## src/rtl/skip_pkg.sv

```systemverilog
package skip_pkg;

    typedef enum logic {
        MODE_CANCEL = 1'b0,
        MODE_FAST   = 1'b1
    } skip_mode_e;

endpackage

```

## src/rtl/skip_run_len.sv

```systemverilog
module skip_run_len #(
    parameter int PAT_W = 32,
    localparam int CNT_W = $clog2(PAT_W + 1)
) (
    input  logic [PAT_W-1:0] pat,
    output logic [CNT_W-1:0] len
);
    // number of consecutive ones starting at bit 0
    always_comb begin
        logic stop;
        stop = 1'b0;
        len  = '0;
        for (int i = 0; i < PAT_W; i++) begin
            if (!stop && pat[i]) begin
                len = len + CNT_W'(1);
            end else begin
                stop = 1'b1;
            end
        end
    end
endmodule

```

## src/rtl/skip_freeze_ctr.sv

```systemverilog
module skip_freeze_ctr #(
    parameter int FRZ_W = 3
) (
    input  logic             clk,
    input  logic             rst_n,
    input  logic             clr,
    input  logic             inc,
    input  logic             dec,
    output logic [FRZ_W-1:0] depth
);
    localparam logic [FRZ_W-1:0] TOP = '1;

    logic [FRZ_W-1:0] depth_d, depth_q;

    always_comb begin
        depth_d = depth_q;
        if (clr) begin
            depth_d = '0;
        end else if (inc && !dec && depth_q != TOP) begin
            depth_d = depth_q + FRZ_W'(1);
        end else if (dec && !inc && depth_q != '0) begin
            depth_d = depth_q - FRZ_W'(1);
        end
    end

    always_ff @(posedge clk) begin
        if (!rst_n) depth_q <= '0;
        else        depth_q <= depth_d;
    end

    assign depth = depth_q;
endmodule

```

## src/rtl/skip_seq.sv

```systemverilog
module skip_seq
    import skip_pkg::*;
#(
    parameter int PAT_W = 32,
    parameter int FRZ_W = 3,
    localparam int ADV_W = $clog2(PAT_W + 2)
) (
    input  logic             clk,
    input  logic             rst_n,
    input  logic             load_valid,
    input  logic             load_fast,
    input  logic [PAT_W-1:0] load_pattern,
    input  logic             instr_valid,
    input  logic             is_call,
    input  logic             is_ret,
    input  logic             irq_enter,
    input  logic             irq_exit,
    output logic             cancel,
    output logic [ADV_W-1:0] pc_adv,
    output logic             busy,
    output logic             suspended,
    output logic [FRZ_W-1:0] freeze_depth
);
    localparam int CNT_W = $clog2(PAT_W + 1);

    typedef struct packed {
        logic [PAT_W-1:0] pat;
        skip_mode_e       mode;
        logic             isr;
    } seq_state_t;

    seq_state_t state_d, state_q;

    logic [FRZ_W-1:0] depth;
    logic             hold;
    logic [PAT_W-1:0] src_pat;
    logic [CNT_W-1:0] run_len;
    logic [ADV_W-1:0] adv_val;
    logic [PAT_W-1:0] jumped;
    logic             fast_src;
    logic             adv_fast;
    logic             cancel_c;
    logic [ADV_W-1:0] adv_c;
    logic             ctr_inc, ctr_dec;
    logic [PAT_W-1:0] pat_q;
    logic             fast_q;

    assign hold     = (depth != '0) || state_q.isr;
    assign src_pat  = load_valid ? load_pattern : state_q.pat;
    assign fast_src = load_valid ? load_fast : (state_q.mode == MODE_FAST);
    assign adv_fast = fast_src && (load_valid ? !state_q.isr : (instr_valid && !hold));

    skip_run_len #(.PAT_W(PAT_W)) u_run (
        .pat (src_pat),
        .len (run_len)
    );

    assign adv_val = ADV_W'(run_len) + ADV_W'(1);

    always_comb begin
        if (int'(adv_val) >= PAT_W) jumped = '0;
        else                        jumped = src_pat >> adv_val;
    end

    always_comb begin
        state_d  = state_q;
        cancel_c = 1'b0;
        adv_c    = ADV_W'(1);
        if (load_valid) begin
            state_d.mode = load_fast ? MODE_FAST : MODE_CANCEL;
            state_d.pat  = adv_fast ? jumped : load_pattern;
        end else if (instr_valid && !hold) begin
            if (state_q.mode == MODE_FAST) begin
                state_d.pat = jumped;
            end else begin
                cancel_c    = state_q.pat[0];
                state_d.pat = state_q.pat >> 1;
            end
        end
        if (adv_fast) adv_c = adv_val;
        if (irq_enter)     state_d.isr = 1'b1;
        else if (irq_exit) state_d.isr = 1'b0;
    end

    always_ff @(posedge clk) begin
        if (!rst_n) begin
            state_q.pat  <= '0;
            state_q.mode <= MODE_CANCEL;
            state_q.isr  <= 1'b0;
        end else begin
            state_q <= state_d;
        end
    end

    assign ctr_inc = instr_valid && !load_valid && is_call && !cancel_c;
    assign ctr_dec = instr_valid && !load_valid && is_ret && !cancel_c;

    skip_freeze_ctr #(.FRZ_W(FRZ_W)) u_frz (
        .clk   (clk),
        .rst_n (rst_n),
        .clr   (load_valid),
        .inc   (ctr_inc),
        .dec   (ctr_dec),
        .depth (depth)
    );

    assign pat_q        = state_q.pat;
    assign fast_q       = (state_q.mode == MODE_FAST);
    assign cancel       = cancel_c;
    assign pc_adv       = adc_or_one(adv_c);
    assign busy         = (state_q.pat != '0);
    assign suspended    = hold;
    assign freeze_depth = depth;

    function automatic logic [ADV_W-1:0] adc_or_one(input logic [ADV_W-1:0] v);
        return (v == '0) ? ADV_W'(1) : v;
    endfunction
endmodule

```

## config.mk

```make
export PLATFORM = sky130hd
export DESIGN_NAME = skip_seq
export DESIGN_NICKNAME = d
export VERILOG_FILES = /design/src/rtl/skip_pkg.sv /design/src/rtl/skip_run_len.sv /design/src/rtl/skip_freeze_ctr.sv /design/src/rtl/skip_seq.sv
export SDC_FILE = /design/constraint.sdc
export NUM_CORES = 1
export LEC_CHECK = 0
export BUFFER_PORTS_ARGS = -buffer_cell sky130_fd_sc_hd__buf_2
export CORE_MARGIN = 2
export CORE_UTILIZATION = 63
export DETAILED_ROUTE_END_ITERATION = 8
export MAX_ROUTING_LAYER = met4
export PLACE_DENSITY = 0.93
export SYNTH_ARGS = -nofsm -noshare
export SYNTH_HDL_FRONTEND = slang
export SYNTH_SLANG_ARGS = --single-unit
```

## constraint.sdc

```tcl
create_clock -name clk -period 29.2 [get_ports clk]
set_input_delay 5.84 -clock clk [delete_from_list [all_inputs] [get_ports clk]]
set_output_delay 5.84 -clock clk [all_outputs]
set_load 0.01 [all_outputs]
```

==> summary.md <==
| Metric | Value |
|---|---|
| Relative slew slack | `32.9%` |
| Worst Skew | `5.13 ps` |
| Rows | `42` |
| RR Startpoint | `pat_q[0]` |
| Number of CTS-inserted buffers | `5` |
| Initial Utilization | `65.1%` |
| H-tree depth | `2` |
| Unique masters post-synth | `98` |
| Routed WL per cell | `20.6 um` |
| Via density | `7.22` |
| Die width | `122 um` |
| HP Class | `flip-flop to flip-flop` |
| I/O Buffers | `52` |
| Worst Max-Slew Pin Slew | `1010 ps` |
| Synth Warn # | `0` |
| Net Count, Synth | `1336` |
| Clock net sink count | `37` |
| Status | `completed` |
| Fmax | `35.9 MHz` |
| Count leader, synth | `nand2_1` |
| Dpl cell area | `0.00903 mm^2` |
| Hold Crit Start | `state_q[0]` |
| Top post-synthesis cells by area | `dfxtp_1, nand2_1, nor2_1, o21ai_0, mux2i_1` |
| DR DRC count | `0` |
| Final antenna-violating net count | `0` |
| Hold endpoint | `state_q[0]` |
| Vias post-DR | `10400` |
| GP Congestion | `1.04` |
| Layout area overhead | `5.34%` |
| Largest net degree at the start of global routing | `76` |
| CP max FO | `56` |
| Crit path kind | `input port to output port` |
| Sequential fraction of the synthesis area | `8.49%` |
| WP data arrival | `22010 ps` |
| Dpl cells | `1436` |
| IO Pins | `53` |
| Crit end category | `output port` |
| Core area | `0.0134 mm^2` |
| Most common flop cell mapped by yosys | `dfxtp_1` |
| Worst r2r dst | `pat_q[4]` |
| CTS Root Cell | `clkbuf_16` |
| Routed WL | `29800 um` |
| Syn Inst Count | `1264` |
| Area of the multi-input gates | `0.00759 mm^2` |
| Final instance area | `0.00919 mm^2` |
| Pleak | `0.00355 uW` |
| Critical Path RT | `23360 ps` |
| HPWL after DPL | `22300 um` |
| Final min period | `27850 ps` |
| Total grt overflow | `0` |
| Filler cells | `1213` |
| Setup TNS | `0 ps` |
| Crit path largest cell delay | `460 ps` |
| Most instantiated cells after synthesis | `nand2_1, nor2_1, o21ai_0` |
| TritonCTS clock tree | `done` |
| Final worst-path cycle share | `95.4%` |
| Syn Area/Cell | `6.90 um^2` |
| Clk buf depth | `2` |
| Final Non-Filler Cells | `1445` |
| Worst-skew pair later-pin latency | `280 ps` |
| WHS | `541 ps` |
| Core Util, Final | `68.6%` |
| Hold buffers post-CTS | `0` |
| Post-synth ARST share | `0%` |
| Final net count | `1339` |
| Setup Fix Bufs, Post-CTS | `0` |
| Post_cts resized | `0` |
| Initial antenna violation count | `0` |
| Area leader, netlist | `dfxtp_1` |
| Max cap viols | `0` |
| Vias in the first global route | `9329` |
| Chip Height | `122 um` |
| Power Density | `36.1 mW/mm^2` |
| Layout cells sized above 1 | `12.7%` |
| Sequential cell area | `741 um^2` |
| Setup-failing EPs final | `0` |
| Hold Vio Cnt, Final | `0` |
| Total Die Area | `0.0148 mm^2` |
| Slowest cell on the critical path | `or4_1` |
| Final count of pins violating max slew | `0` |
| Post-synth EDFFs | `0` |
| Clk slew on worst S/H paths | `60 ps` |
| Hold path cells | `2` |
| First-pass DRT Iterations | `8` |
| Initial DRC Count | `1703` |
| Max IR drop VDD | `0.0315 mV` |
| Startpoint Class | `input port` |
| Gr usage total | `40.2%` |
| First-pass GRT wire length | `47400 um` |
| Synth Cell Area | `0.00872 mm^2` |
| Worst reg-to-reg path cell count | `79` |
| Flops & latches, synth | `37` |
| Yosys top cell area share | `8.49%` |
| R2r setup slk | `12340 ps` |
| Most common cell on crit path | `ha_1` |
==> registers in the layout, summed over array words and instances (netlist names) <==
signal and cells:
pat_q 32, state_q 1, fast_q 1, u_frz.depth 3
==> placed cells by master (no fill, tap or decap), types with 9 or more instances in the layout <==
cell / n
dfxtp_1: 37
o21ai_0: 110
nor3_1: 31
nand2b_1: 9
buf_4: 14
o211ai_1: 11
a31oi_1: 24
o21a_1: 11
and2_1: 11
nor2_1: 148
xor2_1: 16
a211o_1: 9
nand2_1: 166
a32oi_1: 24
nand4_1: 17
a22oi_1: 15
a32o_1: 9
nand3_1: 34
xnor2_1: 35
ha_1: 30
mux2_2: 27
nor4_1: 17
nand3b_1: 9
or3_1: 13
inv_1: 29
mux2i_1: 51
nor2b_1: 13
o22ai_1: 34
xnor2_2: 12
buf_2: 51
a21oi_1: 90
==> logic make-up after synthesis <==
kind of cell | synth area share [%]
compound gates | 32.5
buf+inv | 5.04
fa+ha+maj | 4.65
mux | 10.4
flops | 8.49
xor+xnor | 11.2
simple gates | 27.7
==> routing by layer <==
layer | track usage (%) | up-vias | share of wire (%)
li1 | - | 4770 | -
met1 | 53.0 | 4746 | 39
met2 | 62.5 | 771 | 45
met3 | 6.18 | 145 | 12
met4 | 15.1 | 0 | 3.8
met5 | - | - | 0
==> stage by stage <==
| stage | total power (uW) | setup slack, ps |
|---|---|---|
| 2_1_floorplan | 212 | 2630 |
| 3_3_place_gp | 263 | 2390 |
| 3_5_place_dp | 266 | 1550 |
| 4_1_cts | 321 | 1500 |
| 5_1_grt | 350 | -25.3 |
| 6_report | 332 | 1350 |
==> worst max-delay path, delay by kind of cell <==
family,cells,cell delay (ps)
compound gates,32,5850
xor+xnor,2,510
fa+ha+maj,16,4900
buf+inv,3,590
mux,6,1390
simple gates,22,2910
==> power breakdown <==
part / switching, uW / internal, uW / total (uW)
registers: 12.5 / 57.3 / 69.8
logic: 133 / 74.3 / 207
clock network: 23.5 / 31.4 / 54.9
total: 169 / 163 / 332
==> worst max path at each step <==
stage | startpoint | endpoint | slack (ps) | cells after the start
final | load_valid | pc_adv[0] | 1350 | 81
after global routing | load_valid | pc_adv[0] | -30 | 81
after CTS | load_valid | pc_adv[0] | 1500 | 81
after detailed placement | load_valid | pc_adv[0] | 1550 | 81
after global placement | load_valid | pc_adv[0] | 2390 | 81
after floorplan | load_valid | pc_adv[0] | 2630 | 87
==> final cells by class <==
cell class	count	area share [%]
Timing Repair Buffer	66	4.04
Tap cell	176	2.40
Clock buffer	5	1.36
Multi-Input combinational cell	1125	82.6
Antenna cell	1	0.0272
Clock inverter	3	0.191
Inverter	32	1.31
Sequential cell	37	8.06
Note: power is estimated with default switching activity, not from simulation.
